### config.mk
export PLATFORM = sky130hd
export DESIGN_NAME = i2c_cmd_slave
export DESIGN_NICKNAME = d
export VERILOG_FILES = /design/src/rtl/i2c_cmd_pkg.sv /design/src/rtl/i2c_glitch_filter.sv /design/src/rtl/i2c_bus_events.sv /design/src/rtl/i2c_cmd_engine.sv /design/src/rtl/i2c_cmd_slave.sv
export SDC_FILE = /design/constraint.sdc
export NUM_CORES = 1
export LEC_CHECK = 0
export BUFFER_PORTS_ARGS = -buffer_cell sky130_fd_sc_hd__buf_2
export CORE_MARGIN = 2
export CORE_UTILIZATION = 54
export CTS_CLUSTER_DIAMETER = 120
export DETAILED_ROUTE_END_ITERATION = 16
export PLACE_DENSITY = 0.71
export RECOVER_POWER = 50
export SYNTH_ARGS = -nofsm -noshare
export SYNTH_HDL_FRONTEND = slang
export SYNTH_SLANG_ARGS = --single-unit
### constraint.sdc
create_clock -name clk -period 4.86 [get_ports clk]
set_input_delay 0.243 -clock clk [delete_from_list [all_inputs] [get_ports clk]]
set_output_delay 0.243 -clock clk [all_outputs]
set_load 0.02 [all_outputs]
### src/rtl/i2c_cmd_pkg.sv
package i2c_cmd_pkg;

    localparam int SUB_W   = 8;
    localparam int BYTE_W  = 8;
    localparam int WORD_W  = 16;
    localparam int CNT_W   = 2;
    localparam logic [4:0] DEV_ADDR_HI = 5'b11001;

    typedef enum logic [2:0] {
        ST_IDLE,
        ST_RX,
        ST_ACK,
        ST_TX,
        ST_MACK
    } eng_state_t;

    typedef enum logic [1:0] {
        RX_DEV,
        RX_SUB,
        RX_DATA
    } rx_kind_t;

    typedef struct packed {
        logic start;
        logic stop;
        logic scl_rise;
        logic scl_fall;
        logic sda;
    } bus_ev_t;

    function automatic logic maj3(input logic [2:0] s);
        return (s[0] & s[1]) | (s[0] & s[2]) | (s[1] & s[2]);
    endfunction

    function automatic logic is_offset_reg(input logic [SUB_W-1:0] sub);
        case (sub)
            8'h20, 8'h22, 8'h24, 8'h25, 8'h28, 8'h2A, 8'h2C, 8'h2E: return 1'b1;
            default: return 1'b0;
        endcase
    endfunction

    function automatic logic [CNT_W-1:0] payload_len(input logic [SUB_W-1:0] sub);
        if (is_offset_reg(sub))
            return 2'd2;
        else if (sub == 8'h06 || sub == 8'h07)
            return 2'd1;
        else
            return 2'd0;
    endfunction

    function automatic logic [CNT_W-1:0] read_len(input logic [SUB_W-1:0] sub);
        if (is_offset_reg(sub) || sub == 8'h02 || sub == 8'h03)
            return 2'd2;
        else if (sub == 8'h06 || sub == 8'h07)
            return 2'd1;
        else
            return 2'd0;
    endfunction

    function automatic logic [BYTE_W-1:0] read_byte(input logic [WORD_W-1:0] word,
                                                    input logic [CNT_W-1:0] len,
                                                    input logic [CNT_W-1:0] idx);
        if (idx == 2'd0 && len == 2'd2)
            return word[15:8];
        else if ((idx == 2'd0 && len == 2'd1) || (idx == 2'd1 && len == 2'd2))
            return word[7:0];
        else
            return 8'h00;
    endfunction

endpackage

### src/rtl/i2c_glitch_filter.sv
module i2c_glitch_filter #(
    parameter int SYNC_STAGES = 2
) (
    input  logic clk,
    input  logic rst,
    input  logic din,
    output logic dout
);
    import i2c_cmd_pkg::*;

    localparam int SYNC_N = (SYNC_STAGES < 2) ? 2 : SYNC_STAGES;

    logic [SYNC_N-1:0] sync_q;
    logic [2:0]        win_q;

    always_ff @(posedge clk) begin
        if (rst) begin
            sync_q <= '1;
            win_q  <= '1;
            dout   <= 1'b1;
        end else begin
            sync_q <= {sync_q[SYNC_N-2:0], din};
            win_q  <= {win_q[1:0], sync_q[SYNC_N-1]};
            dout   <= maj3(win_q);
        end
    end
endmodule

### src/rtl/i2c_bus_events.sv
module i2c_bus_events (
    input  logic                  clk,
    input  logic                  rst,
    input  logic                  scl_f,
    input  logic                  sda_f,
    output i2c_cmd_pkg::bus_ev_t  ev
);
    logic scl_q;
    logic sda_q;

    always_ff @(posedge clk) begin
        if (rst) begin
            scl_q <= 1'b1;
            sda_q <= 1'b1;
        end else begin
            scl_q <= scl_f;
            sda_q <= sda_f;
        end
    end

    always_comb begin
        ev.start    = scl_f & scl_q & sda_q & ~sda_f;
        ev.stop     = scl_f & scl_q & ~sda_q & sda_f;
        ev.scl_rise = scl_f & ~scl_q;
        ev.scl_fall = ~scl_f & scl_q;
        ev.sda      = sda_f;
    end
endmodule

### src/rtl/i2c_cmd_engine.sv
module i2c_cmd_engine
    import i2c_cmd_pkg::*;
(
    input  logic                clk,
    input  logic                rst,
    input  bus_ev_t             ev,
    input  logic [1:0]          dev_addr_lsb,
    input  logic [WORD_W-1:0]   rd_data,
    output logic                sda_oe,
    output logic                cmd_valid,
    output logic [SUB_W-1:0]    cmd_sub,
    output logic [CNT_W-1:0]    cmd_nbytes,
    output logic [WORD_W-1:0]   cmd_data,
    output logic                rd_req,
    output logic [SUB_W-1:0]    rd_sub
);
    eng_state_t         state;
    rx_kind_t           rx_kind;
    logic [2:0]         bitcnt;
    logic               full;
    logic [BYTE_W-1:0]  sh;
    logic               rw;
    logic [SUB_W-1:0]   sub_q;
    logic [CNT_W-1:0]   need;
    logic [CNT_W-1:0]   got;
    logic [WORD_W-1:0]  data_q;
    logic [BYTE_W-1:0]  tx;
    logic [WORD_W-1:0]  rd_word;
    logic [CNT_W-1:0]   rd_idx;
    logic               mnack;
    logic [BYTE_W-1:0]  next_tx;

    assign next_tx = read_byte(rd_word, read_len(sub_q), rd_idx);

    always_ff @(posedge clk) begin
        if (rst) begin
            state      <= ST_IDLE;
            rx_kind    <= RX_DEV;
            bitcnt     <= '0;
            full       <= 1'b0;
            sh         <= '0;
            rw         <= 1'b0;
            sub_q      <= '0;
            need       <= '0;
            got        <= '0;
            data_q     <= '0;
            tx         <= '0;
            rd_word    <= '0;
            rd_idx     <= '0;
            mnack      <= 1'b1;
            sda_oe     <= 1'b0;
            cmd_valid  <= 1'b0;
            cmd_sub    <= '0;
            cmd_nbytes <= '0;
            cmd_data   <= '0;
            rd_req     <= 1'b0;
            rd_sub     <= '0;
        end else begin
            cmd_valid <= 1'b0;
            rd_req    <= 1'b0;
            if (rd_req)
                rd_word <= rd_data;

            if (ev.start) begin
                state   <= ST_RX;
                rx_kind <= RX_DEV;
                bitcnt  <= '0;
                full    <= 1'b0;
                got     <= '0;
                sda_oe  <= 1'b0;
            end else if (ev.stop) begin
                state  <= ST_IDLE;
                sda_oe <= 1'b0;
            end else begin
                case (state)
                    ST_RX: begin
                        if (ev.scl_rise && !full) begin
                            sh     <= {sh[6:0], ev.sda};
                            bitcnt <= bitcnt + 3'd1;
                            if (bitcnt == 3'd7)
                                full <= 1'b1;
                        end else if (ev.scl_fall && full) begin
                            full   <= 1'b0;
                            bitcnt <= '0;
                            case (rx_kind)
                                RX_DEV: begin
                                    if (sh[7:1] == {DEV_ADDR_HI, dev_addr_lsb}) begin
                                        sda_oe <= 1'b1;
                                        state  <= ST_ACK;
                                        rw     <= sh[0];
                                        if (sh[0]) begin
                                            rd_req <= 1'b1;
                                            rd_sub <= sub_q;
                                            rd_idx <= '0;
                                        end
                                    end else begin
                                        state <= ST_IDLE;
                                    end
                                end
                                RX_SUB: begin
                                    sub_q  <= sh;
                                    need   <= payload_len(sh);
                                    got    <= '0;
                                    sda_oe <= 1'b1;
                                    state  <= ST_ACK;
                                end
                                default: begin
                                    data_q <= {data_q[7:0], sh};
                                    got    <= got + 2'd1;
                                    sda_oe <= 1'b1;
                                    state  <= ST_ACK;
                                end
                            endcase
                        end
                    end
                    ST_ACK: begin
                        if (ev.scl_fall) begin
                            sda_oe <= 1'b0;
                            case (rx_kind)
                                RX_DEV: begin
                                    if (rw) begin
                                        tx     <= next_tx;
                                        sda_oe <= ~next_tx[7];
                                        bitcnt <= '0;
                                        state  <= ST_TX;
                                    end else begin
                                        rx_kind <= RX_SUB;
                                        state   <= ST_RX;
                                    end
                                end
                                RX_SUB: begin
                                    if (need == 2'd0) begin
                                        cmd_valid  <= 1'b1;
                                        cmd_sub    <= sub_q;
                                        cmd_nbytes <= 2'd0;
                                        cmd_data   <= '0;
                                        state      <= ST_IDLE;
                                    end else begin
                                        data_q  <= '0;
                                        rx_kind <= RX_DATA;
                                        state   <= ST_RX;
                                    end
                                end
                                default: begin
                                    if (got == need) begin
                                        cmd_valid  <= 1'b1;
                                        cmd_sub    <= sub_q;
                                        cmd_nbytes <= need;
                                        cmd_data   <= data_q;
                                        state      <= ST_IDLE;
                                    end else begin
                                        state <= ST_RX;
                                    end
                                end
                            endcase
                        end
                    end
                    ST_TX: begin
                        if (ev.scl_fall) begin
                            bitcnt <= bitcnt + 3'd1;
                            if (bitcnt == 3'd7) begin
                                sda_oe <= 1'b0;
                                state  <= ST_MACK;
                                if (rd_idx != 2'd3)
                                    rd_idx <= rd_idx + 2'd1;
                            end else begin
                                sda_oe <= ~tx[6];
                                tx     <= {tx[6:0], 1'b0};
                            end
                        end
                    end
                    ST_MACK: begin
                        if (ev.scl_rise) begin
                            mnack <= ev.sda;
                        end else if (ev.scl_fall) begin
                            if (mnack) begin
                                state <= ST_IDLE;
                            end else begin
                                tx     <= next_tx;
                                sda_oe <= ~next_tx[7];
                                bitcnt <= '0;
                                state  <= ST_TX;
                            end
                        end
                    end
                    default: ;
                endcase
            end
        end
    end
endmodule

### src/rtl/i2c_cmd_slave.sv
module i2c_cmd_slave #(
    parameter int SYNC_STAGES = 2
) (
    input  logic        clk,
    input  logic        rst,
    input  logic        scl_i,
    input  logic        sda_i,
    output logic        sda_oe,
    input  logic [1:0]  dev_addr_lsb,
    output logic        cmd_valid,
    output logic [7:0]  cmd_sub,
    output logic [1:0]  cmd_nbytes,
    output logic [15:0] cmd_data,
    output logic        rd_req,
    output logic [7:0]  rd_sub,
    input  logic [15:0] rd_data
);
    import i2c_cmd_pkg::*;

    localparam int LINES = 2;

    logic [LINES-1:0] raw_lines;
    logic [LINES-1:0] filt_lines;
    bus_ev_t          ev;

    assign raw_lines = {sda_i, scl_i};

    for (genvar g = 0; g < LINES; g++) begin : g_filt
        i2c_glitch_filter #(.SYNC_STAGES(SYNC_STAGES)) u_filt (
            .clk  (clk),
            .rst  (rst),
            .din  (raw_lines[g]),
            .dout (filt_lines[g])
        );
    end

    i2c_bus_events u_events (
        .clk   (clk),
        .rst   (rst),
        .scl_f (filt_lines[0]),
        .sda_f (filt_lines[1]),
        .ev    (ev)
    );

    i2c_cmd_engine u_engine (
        .clk          (clk),
        .rst          (rst),
        .ev           (ev),
        .dev_addr_lsb (dev_addr_lsb),
        .rd_data      (rd_data),
        .sda_oe       (sda_oe),
        .cmd_valid    (cmd_valid),
        .cmd_sub      (cmd_sub),
        .cmd_nbytes   (cmd_nbytes),
        .cmd_data     (cmd_data),
        .rd_req       (rd_req),
        .rd_sub       (rd_sub)
    );
endmodule

==> impl_metrics.prom, run 1 <==
# TYPE chip_impl_metric gauge
chip_impl_metric{name="multi_input_area",unit="um^2"} 2530
chip_impl_metric{name="yosys.area.top_type_share",unit=""} 0.474
chip_impl_metric{name="post_route_cells_drive_above_1_share",unit=""} 0.110
chip_impl_metric{name="async_flop_share",unit=""} 0
chip_impl_metric{name="yosys_warnings",unit=""} 0
chip_impl_metric{name="number_of_detailed_routing_iterations_run_before_antenna_repair",unit=""} 5
chip_impl_metric{name="max_freq",unit="MHz"} 277
chip_impl_metric{name="port_buffers",unit=""} 58
chip_impl_metric{name="detail_route.wl_per_cell",unit="um"} 14.7
chip_impl_info{name="worstHoldEndpoint",value="u_engine.cmd_data[4]"} 1
chip_impl_metric{name="start_util",unit=""} 0.560
chip_impl_metric{name="worst_r2r_path_depth",unit=""} 4
chip_impl_metric{name="sequential_cell_area",unit="um^2"} 2460
chip_impl_metric{name="reg2reg_setup_slack",unit="ns"} 1.83
chip_impl_metric{name="vias_per_cell",unit=""} 5.53
chip_impl_metric{name="period_needed",unit="ns"} 3.62
chip_impl_metric{name="place_congestion",unit=""} 0.930
chip_impl_info{name="tritoncts",value="done"} 1
chip_impl_metric{name="cts_resized",unit=""} 0
chip_impl_metric{name="antenna_left",unit=""} 0
chip_impl_metric{name="place_inst",unit=""} 760
chip_impl_info{name="worst_r2r_endpoint",value="u_engine.data_q[8]"} 1
chip_impl_metric{name="detail_route.drc_violations",unit=""} 0
chip_impl_info{name="worst-setup-path-type",value="input port to flip-flop"} 1
chip_impl_metric{name="cts.clk_slew.worst_paths",unit="ns"} 0.06
chip_impl_metric{name="grt_start_max_net_pins",unit=""} 65
chip_impl_metric{name="worst_skew_pair.late_latency",unit="ns"} 0.52
chip_impl_info{name="yosysTopAreaCell",value="sky130_fd_sc_hd__dfxtp_1"} 1
chip_impl_metric{name="die_area",unit="um^2"} 10400
chip_impl_metric{name="sinks_on_the_clock_net",unit=""} 123
chip_impl_metric{name="h-tree-depth",unit=""} 4
chip_impl_metric{name="grt_overall_usage",unit=""} 0.245
chip_impl_info{name="clk_tree_root_cell",value="sky130_fd_sc_hd__clkbuf_8"} 1
chip_impl_metric{name="edff_count_synth",unit=""} 0
chip_impl_metric{name="fillerInstances",unit=""} 849
chip_impl_metric{name="postSynthAreaPerCell",unit="um^2"} 8.53
chip_impl_metric{name="worst_pin_slew",unit="ns"} 2.59
chip_impl_info{name="crit-reg2reg-launch",value="u_engine.state[0]"} 1
chip_impl_info{name="layout_commonest_cell",value="sky130_fd_sc_hd__dfxtp_1"} 1
chip_impl_metric{name="synth.net_count",unit=""} 636
chip_impl_metric{name="antenna-diode-count",unit=""} 0
chip_impl_metric{name="grt_remaining_overflow",unit=""} 0
chip_impl_metric{name="fin_tns_setup",unit="ns"} 0
chip_impl_info{name="mostFrequentLayoutCells",value="sky130_fd_sc_hd__dfxtp_1, sky130_fd_sc_hd__nand2_1, sky130_fd_sc_hd__a21oi_1"} 1
chip_impl_metric{name="vdd_ir_drop_max",unit="mV"} 0.242
chip_impl_info{name="yosys-top-cells-area",value="sky130_fd_sc_hd__dfxtp_1, sky130_fd_sc_hd__mux2i_1, sky130_fd_sc_hd__nand2_1"} 1
chip_impl_info{name="worstHoldPathType",value="input port to flip-flop"} 1
chip_impl_metric{name="sequential_fraction_of_the_synthesis_area",unit=""} 0.474
chip_impl_info{name="grt_setup_unrepaired",value="no"} 1
chip_impl_metric{name="finished_layout_cells",unit=""} 810
chip_impl_metric{name="final_nets",unit=""} 695
chip_impl_metric{name="final.period_utilization",unit=""} 0.744
chip_impl_metric{name="required",unit="ns"} 5.21
chip_impl_info{name="min-delay-start",value="rst"} 1
chip_impl_info{name="worstSetupStartpointType",value="input port"} 1
chip_impl_metric{name="syn2layout_area_growth",unit="%"} 20.1
chip_impl_metric{name="min_path_cells",unit=""} 2
chip_impl_info{name="failing_checks",value="max-capacitance violations, max-slew violations"} 1
chip_impl_metric{name="number_of_pins_exceeding_their_max_slew_limit_in_the_final_report",unit=""} 93
chip_impl_metric{name="drt_wl_total",unit="um"} 11900
chip_impl_info{name="dominantRegCellSynth",value="sky130_fd_sc_hd__dfxtp_1"} 1
chip_impl_metric{name="p_per_area",unit="nW/um^2"} 376
chip_impl_metric{name="total_of_flip_flops_plus_latches_after_synthesis",unit=""} 123
chip_impl_metric{name="setup-violations-final",unit=""} 0
chip_impl_metric{name="worst_slew_margin_rel",unit=""} -0.729
chip_impl_metric{name="final_hold_slack",unit="ns"} 0.294
chip_impl_info{name="setup.worst_path.end_class",value="flip-flop"} 1
chip_impl_metric{name="core.rowCount",unit=""} 35
chip_impl_metric{name="hold_viol",unit=""} 0
chip_impl_metric{name="antenna_found_initial",unit=""} 0
chip_impl_metric{name="floorplan.die.width",unit="um"} 102
chip_impl_metric{name="die_h",unit="um"} 102
chip_impl_metric{name="grt_first_pass_wirelength",unit="um"} 20000
chip_impl_metric{name="critical_path_maximum_fanout",unit=""} 64
chip_impl_metric{name="number_of_drc_markers_in_iteration_0",unit=""} 256
chip_impl_metric{name="placeableCoreArea",unit="um^2"} 9280
chip_impl_metric{name="vias",unit=""} 4481
chip_impl_metric{name="synth.cell_area",unit="um^2"} 5200
chip_impl_info{name="outcome",value="complete, but fails checks"} 1
chip_impl_metric{name="io_pins",unit=""} 59
chip_impl_metric{name="first_global_vias",unit=""} 4144
chip_impl_metric{name="finalClockSkew",unit="ns"} 0.0106
chip_impl_metric{name="numCtsBuffers",unit=""} 17
chip_impl_metric{name="synth.distinct_cells",unit=""} 58
chip_impl_metric{name="dpl.hpwl",unit="um"} 7740
chip_impl_metric{name="drv.max_cap_violation_count",unit=""} 2
chip_impl_metric{name="cellLeakagePower",unit="uW"} 0.00213
chip_impl_metric{name="worst-endpoint-arrival",unit="ns"} 3.96
chip_impl_metric{name="ctsLongestPathBuffers",unit=""} 2
chip_impl_metric{name="synth_cells",unit=""} 609
-- layout make-up --
class | instances | area share
tap | 129 | 0.0259
clock inverter | 14 | 0.0295
inverter | 7 | 0.00421
timing repair buffer | 79 | 0.0710
multi-input combinational | 440 | 0.406
clock buffer | 18 | 0.0686
sequential | 123 | 0.395
-- cells by family after synthesis --
family / count (synthesis) / share of synthesized area
buf+inv: 46 / 0.0364
simple gates: 255 / 0.245
xor+xnor: 5 / 0.00843
fa+ha+maj: 5 / 0.0120
compound gates: 143 / 0.163
flops: 123 / 0.474
mux: 32 / 0.0616
-- how the worst max path moves through the flow --
stage	startpoint	to	cells after the start
after floorplan	u_engine.state[1]	u_engine.data_q[10]	6
after global placement	u_engine.state[0]	u_engine.data_q[7]	4
after detailed placement	u_engine.state[0]	u_engine.data_q[8]	4
after CTS	u_engine.state[0]	u_engine.data_q[8]	4
after global routing	rst	u_engine.data_q[8]	5
final	rst	u_engine.data_q[8]	5
-- report_power, final --
part           internal, uW  switching, uW  leakage [uW]
clock                   807            481      0.000304
combinational          21.2           23.0      0.000835
sequential             1010          0.838      0.000992
total                  1840            505       0.00213
-- flip-flops by register name, summed over array words and instances, names as in the netlist, 2 cells and up --
signal,count
u_engine.sub_q,8
u_engine.cmd_nbytes,2
u_engine.cmd_data,16
g_filt.u_filt.dout,2
u_engine.tx,7
g_filt.u_filt.win_q,6
u_engine.rd_word,16
u_engine.state,3
u_engine.rx_kind,2
u_engine.data_q,16
g_filt.u_filt.sync_q,4
u_engine.rd_idx,2
u_engine.bitcnt,3
u_engine.rd_sub,8
u_engine.sh,8
u_engine.cmd_sub,8
u_engine.got,2
u_engine.need,2
-- critical path: stages --
cell                       delay, ns
sky130_fd_sc_hd__buf_2          0.54
sky130_fd_sc_hd__clkbuf_1       1.89
sky130_fd_sc_hd__nor2_1         0.86
sky130_fd_sc_hd__nand3_1        0.28
sky130_fd_sc_hd__o21ai_0        0.13
-- synthesized netlist by cell type (7+ instances only) --
cell / count
sky130_fd_sc_hd__a221oi_1: 7
sky130_fd_sc_hd__nand3_1: 46
sky130_fd_sc_hd__inv_1: 7
sky130_fd_sc_hd__nor2_1: 43
sky130_fd_sc_hd__nand2_1: 84
sky130_fd_sc_hd__or2_2: 13
sky130_fd_sc_hd__a21oi_1: 59
sky130_fd_sc_hd__dfxtp_1: 123
sky130_fd_sc_hd__nor3_1: 7
sky130_fd_sc_hd__mux2i_1: 32
sky130_fd_sc_hd__o21ai_0: 39
sky130_fd_sc_hd__clkbuf_1: 31
sky130_fd_sc_hd__o21ai_1: 10
sky130_fd_sc_hd__nor2b_1: 9
sky130_fd_sc_hd__nand2b_1: 21
-- timing repair --
| action | 4_1_cts | 5_1_grt |
|---|---|---|
| hold buffers | 18 | 0 |
| endpoints found under the hold margin | 18 | 0 |
| buffers inserted | 0 | 0 |
-- routing by layer --
metal  vias up  part of all wire  track usage
met5         -                 0            0
met4         0             0.012       0.0841
met3        12             0.059       0.0581
met2       137              0.46        0.380
met1      2088              0.47        0.338
li1       2244                 -            -
-- per-stage QoR --
stage / setup WS (ns) / cell area (um^2) / total power [uW] / utilization
after floorplan: 3.01 / 5200 / 1050 / -
after global placement: 1.95 / 5510 / 1070 / 0.593
after detailed placement: 1.78 / 5510 / 1070 / 0.593
after CTS: 1.77 / 6300 / 2360 / 0.679
after global routing: 0.784 / 6240 / 2410 / 0.672
final: 1.24 / 6240 / 2340 / 0.672
Note: power is estimated with default switching activity, not from simulation.
==> inputs of run 2 (changes only) <==
--- a/config.mk
+++ b/config.mk
@@ -5,9 +5,10 @@
 export SDC_FILE = /design/constraint.sdc
 export NUM_CORES = 1
 export LEC_CHECK = 0
+export ABC_AREA = 1
 export BUFFER_PORTS_ARGS = -buffer_cell sky130_fd_sc_hd__buf_2
 export CORE_MARGIN = 2
-export CORE_UTILIZATION = 54
+export CORE_UTILIZATION = 52
 export CTS_CLUSTER_DIAMETER = 120
 export DETAILED_ROUTE_END_ITERATION = 16
 export PLACE_DENSITY = 0.71
==> constraint.sdc (replaced) <==
create_clock -name clk -period 3.16 [get_ports clk]
set_input_delay 0.158 -clock clk [delete_from_list [all_inputs] [get_ports clk]]
set_output_delay 0.158 -clock clk [all_outputs]
set_load 0.02 [all_outputs]
==> impl_metrics.prom, run 2 <==
# TYPE chip_impl_metric gauge
chip_impl_metric{name="antenna-diode-count",unit=""} 0
chip_impl_metric{name="sequential_fraction_of_the_synthesis_area",unit=""} 0.471
chip_impl_info{name="min-delay-start",value="dev_addr_lsb[1]"} 1
chip_impl_info{name="setup.worst_path.end_class",value="flip-flop"} 1
chip_impl_metric{name="synth_cells",unit=""} 715
chip_impl_metric{name="final.period_utilization",unit=""} 0.739
chip_impl_metric{name="floorplan.die.width",unit="um"} 104
chip_impl_info{name="yosysTopAreaCell",value="sky130_fd_sc_hd__dfxtp_1"} 1
chip_impl_metric{name="vias_per_cell",unit=""} 5.31
chip_impl_info{name="crit-reg2reg-launch",value="u_engine.rx_kind[1]"} 1
chip_impl_metric{name="worst_pin_slew",unit="ns"} 0.693
chip_impl_metric{name="first_global_vias",unit=""} 4650
chip_impl_metric{name="total_of_flip_flops_plus_latches_after_synthesis",unit=""} 123
chip_impl_metric{name="place_congestion",unit=""} 0.856
chip_impl_metric{name="io_pins",unit=""} 59
chip_impl_metric{name="synth.cell_area",unit="um^2"} 5230
chip_impl_metric{name="start_util",unit=""} 0.535
chip_impl_metric{name="max_freq",unit="MHz"} 428
chip_impl_metric{name="fillerInstances",unit=""} 899
chip_impl_metric{name="cts_post_setup_buffers_inserted",unit=""} 0
chip_impl_metric{name="finalPower",unit="uW"} 3950
chip_impl_info{name="cpMostUsedCell",value="sky130_fd_sc_hd__nand2_1"} 1
chip_impl_info{name="worst-setup-path-type",value="flip-flop to flip-flop"} 1
chip_impl_metric{name="core.rowCount",unit=""} 36
chip_impl_metric{name="hold_viol",unit=""} 0
chip_impl_metric{name="grt_remaining_overflow",unit=""} 0
chip_impl_metric{name="die_area",unit="um^2"} 10900
chip_impl_metric{name="postSynthAreaPerCell",unit="um^2"} 7.31
chip_impl_metric{name="yosys_warnings",unit=""} 0
chip_impl_metric{name="setup-violations-final",unit=""} 0
chip_impl_metric{name="dpl.hpwl",unit="um"} 8410
chip_impl_metric{name="worst-path-buf-inv",unit=""} 4
chip_impl_info{name="tritoncts",value="done"} 1
chip_impl_info{name="worstHoldPathType",value="input port to flip-flop"} 1
chip_impl_metric{name="edff_count_synth",unit=""} 0
chip_impl_metric{name="placeableCoreArea",unit="um^2"} 9770
chip_impl_metric{name="port_buffers",unit=""} 58
chip_impl_metric{name="antenna_found_initial",unit=""} 0
chip_impl_info{name="worstSetupStartpointType",value="flip-flop"} 1
chip_impl_metric{name="drv.max_cap_violation_count",unit=""} 0
chip_impl_metric{name="yosys.area.top_type_share",unit=""} 0.471
chip_impl_metric{name="cts.clk_slew.worst_paths",unit="ns"} 0.06
chip_impl_metric{name="grt_overall_usage",unit=""} 0.238
chip_impl_metric{name="grt_start_max_net_pins",unit=""} 58
chip_impl_metric{name="number_of_detailed_routing_iterations_run_before_antenna_repair",unit=""} 5
chip_impl_metric{name="grt_first_pass_wirelength",unit="um"} 21300
chip_impl_metric{name="cellLeakagePower",unit="uW"} 0.00257
chip_impl_metric{name="worst-endpoint-arrival",unit="ns"} 2.77
chip_impl_metric{name="die_h",unit="um"} 104
chip_impl_metric{name="synth.distinct_cells",unit=""} 34
chip_impl_metric{name="vdd_ir_drop_max",unit="mV"} 0.437
chip_impl_metric{name="worst_slew_margin_rel",unit=""} 0.537
chip_impl_info{name="mostFrequentLayoutCells",value="sky130_fd_sc_hd__nand2_1, sky130_fd_sc_hd__dfxtp_1, sky130_fd_sc_hd__a21oi_1"} 1
chip_impl_metric{name="drt_wl_total",unit="um"} 12700
chip_impl_metric{name="required",unit="ns"} 3.59
chip_impl_info{name="grt_setup_unrepaired",value="no"} 1
chip_impl_metric{name="h-tree-depth",unit=""} 4
chip_impl_metric{name="critPathMaxStageDelay",unit="ns"} 0.43
chip_impl_metric{name="sinks_on_the_clock_net",unit=""} 123
chip_impl_metric{name="syn2layout_area_growth",unit="%"} 19.9
chip_impl_metric{name="final_nets",unit=""} 810
chip_impl_metric{name="period_needed",unit="ns"} 2.34
chip_impl_info{name="path_cells",value="inv_1 -> nand2_1 -> inv_2 -> nand2_1 -> nand2_1 -> nand2_1 -> buf_4 -> inv_2 -> o21ai_0 -> a21oi_1"} 1
chip_impl_info{name="yosys-top-cells-count",value="sky130_fd_sc_hd__nand2_1, sky130_fd_sc_hd__dfxtp_1, sky130_fd_sc_hd__a21oi_1, sky130_fd_sc_hd__nor2_1, sky130_fd_sc_hd__nand3_1"} 1
chip_impl_metric{name="finished_layout_cells",unit=""} 929
chip_impl_metric{name="numCtsBuffers",unit=""} 17
chip_impl_info{name="clk_tree_root_cell",value="sky130_fd_sc_hd__clkbuf_8"} 1
chip_impl_metric{name="worst_skew_pair.late_latency",unit="ns"} 0.51
chip_impl_metric{name="fin_tns_setup",unit="ns"} 0
chip_impl_metric{name="detail_route.wl_per_cell",unit="um"} 13.6
chip_impl_metric{name="number_of_pins_exceeding_their_max_slew_limit_in_the_final_report",unit=""} 0
chip_impl_info{name="gate_family_responsible_for_the_most_delay_along_the_worst_path",value="buffers and inverters"} 1
chip_impl_info{name="layout_commonest_cell",value="sky130_fd_sc_hd__nand2_1"} 1
chip_impl_metric{name="number_of_drc_markers_in_iteration_0",unit=""} 255
chip_impl_info{name="biggestRegsByFlops",value="u_engine.cmd_data: 16 flops, u_engine.data_q: 16 flops, u_engine.rd_word: 16 flops"} 1
chip_impl_metric{name="finalClockSkew",unit="ns"} 0.0105
chip_impl_metric{name="antenna_left",unit=""} 0
chip_impl_metric{name="async_flop_share",unit=""} 0
chip_impl_info{name="critical_path.slowest_cell",value="sky130_fd_sc_hd__nand2_1"} 1
chip_impl_metric{name="ctsLongestPathBuffers",unit=""} 2
chip_impl_metric{name="cts_resized",unit=""} 0
chip_impl_metric{name="detail_route.drc_violations",unit=""} 0
chip_impl_metric{name="synth.net_count",unit=""} 742
chip_impl_metric{name="place_inst",unit=""} 879
chip_impl_info{name="yosys.cell_count.top_type",value="sky130_fd_sc_hd__nand2_1"} 1
chip_impl_metric{name="vias",unit=""} 4930
chip_impl_info{name="outcome",value="complete, no violations"} 1
chip_impl_metric{name="critical_path_maximum_fanout",unit=""} 34
chip_impl_info{name="critical_path.startpoint",value="u_engine.rx_kind[1]"} 1
chip_impl_metric{name="post_route_cells_drive_above_1_share",unit=""} 0.137
chip_impl_info{name="dominantRegCellSynth",value="sky130_fd_sc_hd__dfxtp_1"} 1
chip_impl_info{name="yosys-top-cells-area",value="sky130_fd_sc_hd__dfxtp_1, sky130_fd_sc_hd__nand2_1, sky130_fd_sc_hd__a21oi_1"} 1
chip_impl_metric{name="p_per_area",unit="nW/um^2"} 631
-- run 2: cell types whose count changed in the layout (fill, tap and decap cells not counted), sizes merged, moves of 8 or more --
cell	change
inv	+65
nand2	+58
nor2	+40
a21oi	+37
mux2i	-32
nand2b	-21
nand3	+17
o21ai	+15
nor2b	-9
a221oi	-8
-- run 2: stage by stage --
stage / util / hold WS (ns) / setup WS (ns) / instance area (um^2)
after CTS: 0.648 / 0.188 / 0.854 / 6340
after global placement: 0.570 / 0.344 / 1.02 / 5570
final: 0.641 / 0.218 / 0.823 / 6270
after floorplan: - / 0.262 / 1.71 / 5230
after detailed placement: 0.570 / 0.347 / 0.857 / 5570
after global routing: 0.641 / 0.222 / 0.467 / 6270
-- run 2: worst paths after layout --
check	slack [ns]	endpoint	cells past startpoint
max	0.82	u_engine.cmd_sub[2]	10
min	0.22	u_engine.rd_req	6
max reg2reg	0.82	u_engine.cmd_sub[2]	10
min reg2reg	0.41	g_filt[0].u_filt.win_q[0]	1
-- run 2: kinds of logic (layout without fill, tap and decap cells) --
kind of cell	Yosys count	in the layout	synth area share
AO/OA/AOI/OAI	165	165	0.161
XOR/XNOR	1	1	0.00168
flip-flops	123	123	0.471
adder cells (fa/ha/maj)	5	5	0.0120
AND/OR/NAND/NOR	317	317	0.274
buffers and inverters	104	185	0.0806
-- run 2: worst register-to-register path, stage by stage (launching register included) --
cell and delay (ns):
sky130_fd_sc_hd__dfxtp_1 0.34, sky130_fd_sc_hd__inv_1 0.13, sky130_fd_sc_hd__nand2_1 0.43, sky130_fd_sc_hd__inv_2 0.19
sky130_fd_sc_hd__nand2_1 0.10, sky130_fd_sc_hd__nand2_1 0.08, sky130_fd_sc_hd__nand2_1 0.04, sky130_fd_sc_hd__buf_4 0.20
sky130_fd_sc_hd__inv_2 0.43, sky130_fd_sc_hd__o21ai_0 0.18, sky130_fd_sc_hd__a21oi_1 0.15
-- run 2: metal layers --
layer  GRT usage  up-vias  wire length, um
li1            -     2478                -
met4      0.0869        0              177
met1       0.305     2339             5790
met3      0.0533       15              510
met2       0.394       98             6200
met5           0        -                0
-- run 2: what timing repair did --
item / in CTS / in global routing
endpoints found under the setup margin: 0 / 0
hold buffers: 18 / 0
hold endpoints to repair: 18 / 0
-- run 2: layout make-up --
type,count,area (um^2),area share
timing repair buffer,80,450,0.0718
multi-input combinational,488,2330,0.371
clock buffer,18,428,0.0682
sequential,123,2460,0.393
clock inverter,14,160,0.0255
inverter,73,275,0.0439
tap,133,166,0.0265
-- run 2: report_power, final --
group	switching [uW]	internal (uW)	total [uW]
registers	26.1	1590	1610
clock network	762	1160	1930
logic	282	135	417
total	1070	2880	3950
